[src/rtl/ic_pkg.sv]
package ic_pkg;
    localparam int MODE_W = 3;

    // Modes whose decrement is suspended while gate is low.
    function automatic logic ic_gated(input logic [MODE_W-1:0] m);
        return !(m == 3'd1 || m == 3'd5);
    endfunction

    // Modes in which a gate rising edge restarts the sequence.
    function automatic logic ic_restarts(input logic [MODE_W-1:0] m);
        return !(m == 3'd0 || m == 3'd4);
    endfunction

    // Modes that wrap freely without reload.
    function automatic logic ic_oneshot(input logic [MODE_W-1:0] m);
        return (m == 3'd0 || m == 3'd1 || m == 3'd4 || m == 3'd5);
    endfunction
endpackage

[src/rtl/ic_edge.sv]
module ic_edge (
    input  logic clk,
    input  logic rst,
    input  logic sig,
    output logic rise
);
    logic prev_d, prev_q;

    always_comb begin
        prev_d = sig;
    end

    always_ff @(posedge clk) begin
        if (rst) prev_q <= 1'b0;
        else     prev_q <= prev_d;
    end

    assign rise = sig & ~prev_q;
endmodule

[src/rtl/ic_step.sv]
module ic_step
    import ic_pkg::*;
#(
    parameter int CNT_W = 16
) (
    input  logic [MODE_W-1:0] mode,
    input  logic [CNT_W-1:0]  cnt,
    input  logic [CNT_W-1:0]  reload,
    input  logic              out,
    output logic [CNT_W-1:0]  cnt_nx,
    output logic              out_nx
);
    localparam logic [CNT_W-1:0] ONE = CNT_W'(1);
    localparam logic [CNT_W-1:0] TWO = CNT_W'(2);
    localparam logic [CNT_W-1:0] ZERO = '0;

    always_comb begin
        cnt_nx = cnt;
        out_nx = out;
        if (ic_oneshot(mode)) begin
            cnt_nx = cnt - ONE;
            if (mode == 3'd0) out_nx = out | (cnt_nx == ZERO);
            else              out_nx = (cnt_nx != ZERO);
        end else if (mode == 3'd3) begin
            if (cnt == ONE || cnt == TWO) begin
                cnt_nx = reload;
                out_nx = ~out;
            end else begin
                cnt_nx = cnt - TWO;
            end
        end else begin
            if (cnt == ONE) cnt_nx = reload;
            else            cnt_nx = cnt - ONE;
            out_nx = (cnt_nx != ONE);
        end
    end
endmodule

[src/rtl/interval_counter.sv]
module interval_counter
    import ic_pkg::*;
#(
    parameter int CNT_W = 16
) (
    input  logic              clk,
    input  logic              rst,
    input  logic              tick,
    input  logic              gate,
    input  logic              cfg_we,
    input  logic [MODE_W-1:0] cfg_mode,
    input  logic              load_we,
    input  logic [CNT_W-1:0]  load_val,
    output logic [CNT_W-1:0]  count_o,
    output logic              out_o
);
    typedef struct packed {
        logic [MODE_W-1:0] mode;
        logic [CNT_W-1:0]  reload;
        logic [CNT_W-1:0]  cnt;
        logic              out;
        logic              armed;
    } state_t;

    state_t st_d, st_q;
    logic gate_rise;
    logic restart, advance;
    logic [CNT_W-1:0] step_cnt;
    logic step_out;

    ic_edge u_edge (
        .clk  (clk),
        .rst  (rst),
        .sig  (gate),
        .rise (gate_rise)
    );

    ic_step #(.CNT_W(CNT_W)) u_step (
        .mode   (st_q.mode),
        .cnt    (st_q.cnt),
        .reload (st_q.reload),
        .out    (st_q.out),
        .cnt_nx (step_cnt),
        .out_nx (step_out)
    );

    always_comb begin
        restart = st_q.armed && gate_rise && ic_restarts(st_q.mode);
        advance = st_q.armed && tick && (gate || !ic_gated(st_q.mode));
        st_d = st_q;
        if (cfg_we) begin
            st_d.mode  = cfg_mode;
            st_d.armed = 1'b0;
            st_d.out   = (cfg_mode != 3'd0);
        end
        if (load_we) begin
            st_d.reload = load_val;
            st_d.cnt    = load_val;
            st_d.armed  = 1'b1;
            st_d.out    = (st_d.mode != 3'd0);
        end else if (!cfg_we && restart) begin
            st_d.cnt = st_q.reload;
            st_d.out = 1'b1;
        end else if (!cfg_we && advance) begin
            st_d.cnt = step_cnt;
            st_d.out = step_out;
        end
    end

    always_ff @(posedge clk) begin
        if (rst) st_q <= '0;
        else     st_q <= st_d;
    end

    assign count_o = st_q.cnt;
    assign out_o   = st_q.out;


    reset_state_chk: assert property (@(posedge clk)
        rst |=> (count_o == '0 && !out_o && st_q.mode == '0));


    load_value_chk: assert property (@(posedge clk) disable iff (rst)
        load_we |=> count_o == $past(load_val));


    square_step_chk: assert property (@(posedge clk) disable iff (rst)
        (advance && st_q.mode == 3'd3 && !load_we && !cfg_we && !restart
         && st_q.cnt > CNT_W'(2))
        |=> count_o == CNT_W'($past(st_q.cnt) - CNT_W'(2)));


    mode0_sticky_chk: assert property (@(posedge clk) disable iff (rst)
        (st_q.mode == 3'd0 && out_o && !load_we && !cfg_we) |=> out_o);


    gate_hold_chk: assert property (@(posedge clk) disable iff (rst)
        (!gate && ic_gated(st_q.mode) && !load_we && !cfg_we)
        |=> ($stable(count_o) && $stable(out_o)));


    idle_hold_chk: assert property (@(posedge clk) disable iff (rst)
        (!tick && !load_we && !cfg_we && !gate_rise)
        |=> ($stable(count_o) && $stable(out_o)));
endmodule

[config.mk]
export PLATFORM = sky130hd
export DESIGN_NAME = interval_counter
export DESIGN_NICKNAME = d
export VERILOG_FILES = /design/src/rtl/ic_pkg.sv /design/src/rtl/ic_edge.sv /design/src/rtl/ic_step.sv /design/src/rtl/interval_counter.sv
export SDC_FILE = /design/constraint.sdc
export NUM_CORES = 1
export LEC_CHECK = 0
export BUFFER_PORTS_ARGS = -buffer_cell sky130_fd_sc_hd__buf_2
export CAP_MARGIN = 20
export CORE_MARGIN = 8
export CORE_UTILIZATION = 45
export DETAILED_ROUTE_END_ITERATION = 10
export PLACE_DENSITY = 0.67
export SYNTH_ARGS = -nofsm -noshare
export SYNTH_HDL_FRONTEND = slang
export SYNTH_SLANG_ARGS = --single-unit
[constraint.sdc]
create_clock -name clk -period 2.4 [get_ports clk]
set_clock_uncertainty 0.1 [all_clocks]
set_input_delay 0.48 -clock clk [delete_from_list [all_inputs] [get_ports clk]]
set_output_delay 0.48 -clock clk [all_outputs]
set_load 0.01 [all_outputs]
### Yosys cells after proc, flatten, opt, wreduce, memory -nomap -nowiden

Index checks and enable logic that the tools add are counted.

* flip-flop bits (word level): 38
* word-level logic and storage cells: 60
* bits of input ports: 25

* bitwise gates (word level): 4
* muxes and demuxes: 16
* eq/ne operators: 8
* reductions and logical operators: 24
* $add $sub $neg: 2

Operators with widths (number)
* two-way mux 16 bit: 6
* two-way mux 17 bit: 3
* equality test 16 x 1 -> 1 bit, second input constant: 1
* equality test 16 x 2 -> 1 bit, second input constant: 1
* logical NOT 16 bit: 1
* inequality test 16 x 1 -> 1 bit, second input constant: 1
* nonzero test 16 bit: 1
* subtractor 16 x 1 -> 16 bit, second input constant: 1
* subtractor 16 x 2 -> 16 bit, second input constant: 1
* nonzero test 3 bit: 3
* logical OR 1 bit: 7
* equality test 3 bit, second input constant: 2
* logical AND 1 bit: 6
* inequality test 6 x 5 -> 1 bit, second input constant: 1
* two-way mux 1 bit: 5
* nonzero test 4 bit: 1
* equality test 3 x 1 -> 1 bit, second input constant: 1
* equality test 3 x 2 -> 1 bit, second input constant: 1
* logical NOT 3 bit: 1
* two-way mux 3 bit: 1
* logical NOT 1 bit: 2
* two-way mux 2 bit: 1
* inverter 1 bit: 2
* AND reduction 2 bit: 1
* 3 further kinds: 3

### Longest topological paths before layout

* depth after elaboration: 11
* mapped depth: 10

### By module

From an unflattened synthesis, not the netlist that was laid out.

* cell total of the unflattened synthesis: 367
* area total of the unflattened synthesis: 2999.1 um^2

Modules (own cells, without submodules)
* interval_counter: cells an instance 201, area an instance 1788.0 um^2, times used 1
* ic_step: cells an instance 163, area an instance 1163.6 um^2, times used 1
* ic_edge: cells an instance 3, area an instance 47.5 um^2, times used 1

### Least setup slack after synthesis

OpenSTA, ideal clock, no wires.

* path kind: register -> register
* start point: register st_q (netlist bit count_o[1])
* end point: register st_q (netlist bit out_o)
* setup slack: 0.081 ns
* data required time: 2.222 ns
* arrival time: 2.141 ns
* library setup time: 0.078 ns
* cell stages (with the launch flop): 10
* clock period less this slack: 2.319 ns
* cells stage by stage: dfxtp_1 > inv_1 > ha_1 > nor2b_1 > clkbuf_1 > a41oi_1 > nor4b_1 > and4_1 > o21ai_0 > a32oi_1

* longest elaborated chain between the ends: 10

Ends and longest elaborated chain
* start: declaration: line interval_counter.sv:25 `state_t st_d, st_q;`
* start signal: assignment: line interval_counter.sv:72 `else st_q <= st_d;`
* subtractor 16 x 1 -> 16 bit or equality test 16 x 1 -> 1 bit (tied branches)
* two-way mux 16 bit: line ic_step.sv:32 `if (cnt == ONE) cnt_nx = reload;`
* two-way mux 16 bit: line ic_step.sv:24 `end else if (mode == 3'd3) begin`
* two-way mux 16 bit: line ic_step.sv:20 `if (ic_oneshot(mode)) begin`
* inequality test 16 x 1 -> 1 bit: line ic_step.sv:34 `out_nx = (cnt_nx != ONE);`
* two-way mux 1 bit: line ic_step.sv:24
* two-way mux 1 bit: line ic_step.sv:20
* two-way mux 17 bit: line interval_counter.sv:64 `end else if (!cfg_we && advance) begin`
* two-way mux 17 bit: line interval_counter.sv:61 `end else if (!cfg_we && restart) begin`
* two-way mux 17 bit: line interval_counter.sv:56 `if (load_we) begin`

Parallel ways exist; a longest one is shown, timed or not. The select of a mux whose other input is x is not followed.
A chain may end at the register's enable or synchronous reset.

### Worst setup path in the final report

* start point: register st_q (netlist bit count_o[1])
* end point: register st_q (netlist bit count_o[7])

* longest elaborated chain between the ends: 9

Ends and longest elaborated chain (line)
* subtractor 16 x 1 -> 16 bit or equality test 16 x 1 -> 1 bit (tied branches)
* two-way mux 16 bit: ic_step.sv:32
* two-way mux 16 bit: ic_step.sv:24
* two-way mux 16 bit: ic_step.sv:20
* two-way mux 16 bit: ic_step.sv:24
* two-way mux 16 bit (*): ic_step.sv:20
* two-way mux 17 bit (*): interval_counter.sv:64
* two-way mux 17 bit (*): interval_counter.sv:61
* two-way mux 17 bit (*): interval_counter.sv:56

Every way passes the cells marked *; elsewhere a longest branch is shown, timed or not. The select of a mux whose other input is x is not followed.

==> results.md <==
- Worst vdd ir: 0.5649 mV
- Final WS setup: 0.1606 ns
- Skew-Pair Late Insertion Delay: 0.31 ns
- Ant. Diodes: 0
- Final non-filler cell total: 555
- Layout fillers: 659
- Ports: 42
- Count of pins over their slew limit: 0
- Met3 Use GR: 6.021%
- Vias per std cell: 6.065
- CP required: 2.51 ns
- Die X: 99.86 microns
- Top_reg_cell synth: dfxtp_1
- Endpoint class of the critical path: flip-flop
- Max frequency: 446.6 MHz
- DP HPWL: 8.190 mm
- Worst Hold Class: input pin to flip-flop
- LEAKAGE: 0.001512 uW
- Sequential cell area fraction in the yosys report: 24.04%
- Seq cells post-synth: 38
- Num rows: 30
- Min Tclk post-route: 2.239 ns
- Worst setup SP type: flip-flop
- Synth Area per Inst: 7.794 sq um
- Share of flip-flops with an asynchronous set or reset: 0%
- DR pass1 iterations: 8
- CP Data Arrival Time: 2.35 ns
- Status: complete, no violations
- Root buf cell: clkbuf_8
- Distinct cells, synth: 68
- Endpoints failing hold: 0
- Post-DR wirelength/cell: 18.80 microns
- Area of the multi-input gates: 2121 sq um
- Crit-path max cell delay: 0.33 ns
- DRC Markers: 0
- Synthesized Nets: 437
- Core box area: 6794 sq um
- DIE AREA: 9971 sq um
- Total number of vias: 3366
- Grt peak-use layer: met2
- CTS max path bufs: 2
- Synth warn: 0
- Grt ovf: 0
- # port buffers: 41
- Critical Setup Path Class: flip-flop to flip-flop
- Final ANT Viol Nets: 0
- Met2 GRT Util: 32.84%
- DRT iter0 DRCs: 369
- Synthesized area: 3164 sq um
- EDFF count, synth: 0
- Starting Density: 46.57%
- Crit Path Max Fanout: 5
- Met1 Use GR: 28.36%
- CTS Buf Count: 5
- Synth area leaders: dfxtp_1 24%, nor2_1 4.7%, buf_4 4.5%, a21oi_1 4.4%, nand2b_1 3.6%
- Hold bufs inserted after CTS: 0
- First-pass GRT wire length: 17.25 mm
- Pwr Density: 522.2 nW/um^2
- Area growth syn-to-layout: 19.34%
- Nets: 489
- Final period utilization: 93.31%
- Antenna violations before repair: 0
- Pre-CTS worst setup slack: -0.1013 ns
- Post-synth top area cell: dfxtp_1
- Worst-Margin Slew: 0.7697 ns
- Slew margin rel.: 48.29%
- Setup violations, final: 0
- Register area: 764.5 sq um
- Placed Cells: 547
- Crit-path cells: inv_2, ha_2, nor4b_4, and4_1, o21ai_2, buf_4, a211oi_1, o21ai_1, a311oi_2
- Pin count of the biggest net entering global routing: 30
- Total Wirelength: 10.44 mm
- Clock slew at reported path FFs: 0.09 ns
- CTS tree: yes
- CTS H-tree depth: 2
- Die height: 99.86 microns
- Sink Count: 38
- Routability cong.: 1.065
- All-Layer GR Usage: 21.42%
- Crit-path slowest cell: dfxtp_1
- Setup TNS Final: 0 ns
- Vias in the first global route: 3243
- Post-Route Utilization: 55.58%
- Post-CTS Setup Bufs: 0
- Share of the synthesized area in the top cell type: 24.04%
- Share of cells above drive strength 1: 28.54%
- Max Cap Viol: 0
- Post-synthesis cell count: 406
- Worst hold slack: 0.3315 ns
==> report_power, final <==
part	switching, uW	internal [uW]	leakage, uW
clock network	258	309	0.0000504
registers	60.1	672	0.000315
logic	372	301	0.00115
==> per-layer routing <==
layer,vias up,part of all wire [%]
met1,1548,43
met2,207,44
met3,22,11
met4,0,1.9
li1,1589,-
met5,-,0
==> Yosys cell counts (6+ instances only) <==
library cell	count
nand2_1	27
a221oi_1	8
nor2b_1	7
clkbuf_1	17
o21ai_0	17
nand4_1	7
buf_2	8
inv_1	12
ha_1	6
buf_4	19
nand3_1	6
nor4_1	8
dfxtp_1	38
nand2b_1	18
xnor2_1	11
nor3_1	13
xor2_1	10
a21oi_1	28
nor2_1	40
==> final timing paths <==
path         depth (start not counted)  slack (ns)         end          from
max                                  9        0.16  count_o[7]    count_o[1]
min                                  3        0.33    st_q[32]  load_val[14]
max reg2reg                          9        0.16  count_o[7]    count_o[1]
min reg2reg                          2        0.42    st_q[30]      st_q[30]
==> final cells by class <==
class	instances	share of cell area, %
multi-input cells	307	56.16
flip-flops and latches	38	20.25
repair buffers	93	16.10
well taps	96	3.181
clock buffers	5	1.822
inverters	13	1.292
clock inverters	3	1.193
==> flip-flops by register name, summed over array words and instances, names as in the netlist <==
register and flops:
st_q 20, u_edge.prev_q 1, count_o 16, out_o 1
==> stage by stage <==
step	cell area (sq um)	total power [uW]
floorplan	3164	1173
global placement	3616	1388
CTS	3744	1954
finish	3776	1972
global route	3776	2070
detailed placement	3616	1388
==> cell usage in the layout (no fill, tap or decap), types with 4 or more instances in the layout <==
master	n
dfxtp_1	35
a2bb2oi_1	5
nor2b_1	7
a31oi_1	5
nor3_1	13
and4_1	5
buf_2	41
o2bb2ai_1	5
o21bai_1	5
ha_1	4
xor2_1	10
o21ai_0	15
a211oi_1	4
a21oi_1	28
xnor2_1	11
nand2_1	27
mux2i_1	5
clkbuf_8	5
nor2_1	40
nor4_1	6
a221oi_1	8
buf_4	51
nand3_1	6
nand2b_1	18
o221a_2	5
or4_1	5
inv_1	11
nand4_1	7
==> what timing repair did <==
| item | CTS | global route |
|---|---|---|
| endpoints found under the setup margin | 1 | 7 |
| pin swaps | 2 | 1 |
| gates resized for setup | 5 | 10 |
==> worst max-delay path, delay by kind of cell, from the launching register on <==
family	cells	cell delay [ns]
flops	1	0.33
fa+ha+maj	1	0.21
simple gates	2	0.47
compound gates	4	0.75
buf+inv	2	0.29
==> cells by family (layout without fill, tap and decap cells) <==
kind of cell | Yosys count | count (layout) | share of synthesized area (%)
mux | 6 | 6 | 1.938
buf+inv | 61 | 114 | 10.28
xor+xnor | 21 | 21 | 5.812
simple gates | 158 | 158 | 28.71
flops | 38 | 38 | 24.04
fa+ha+maj | 6 | 6 | 2.372
compound gates | 116 | 116 | 26.85
No activity file was read; power rests on OpenSTA's default activity.
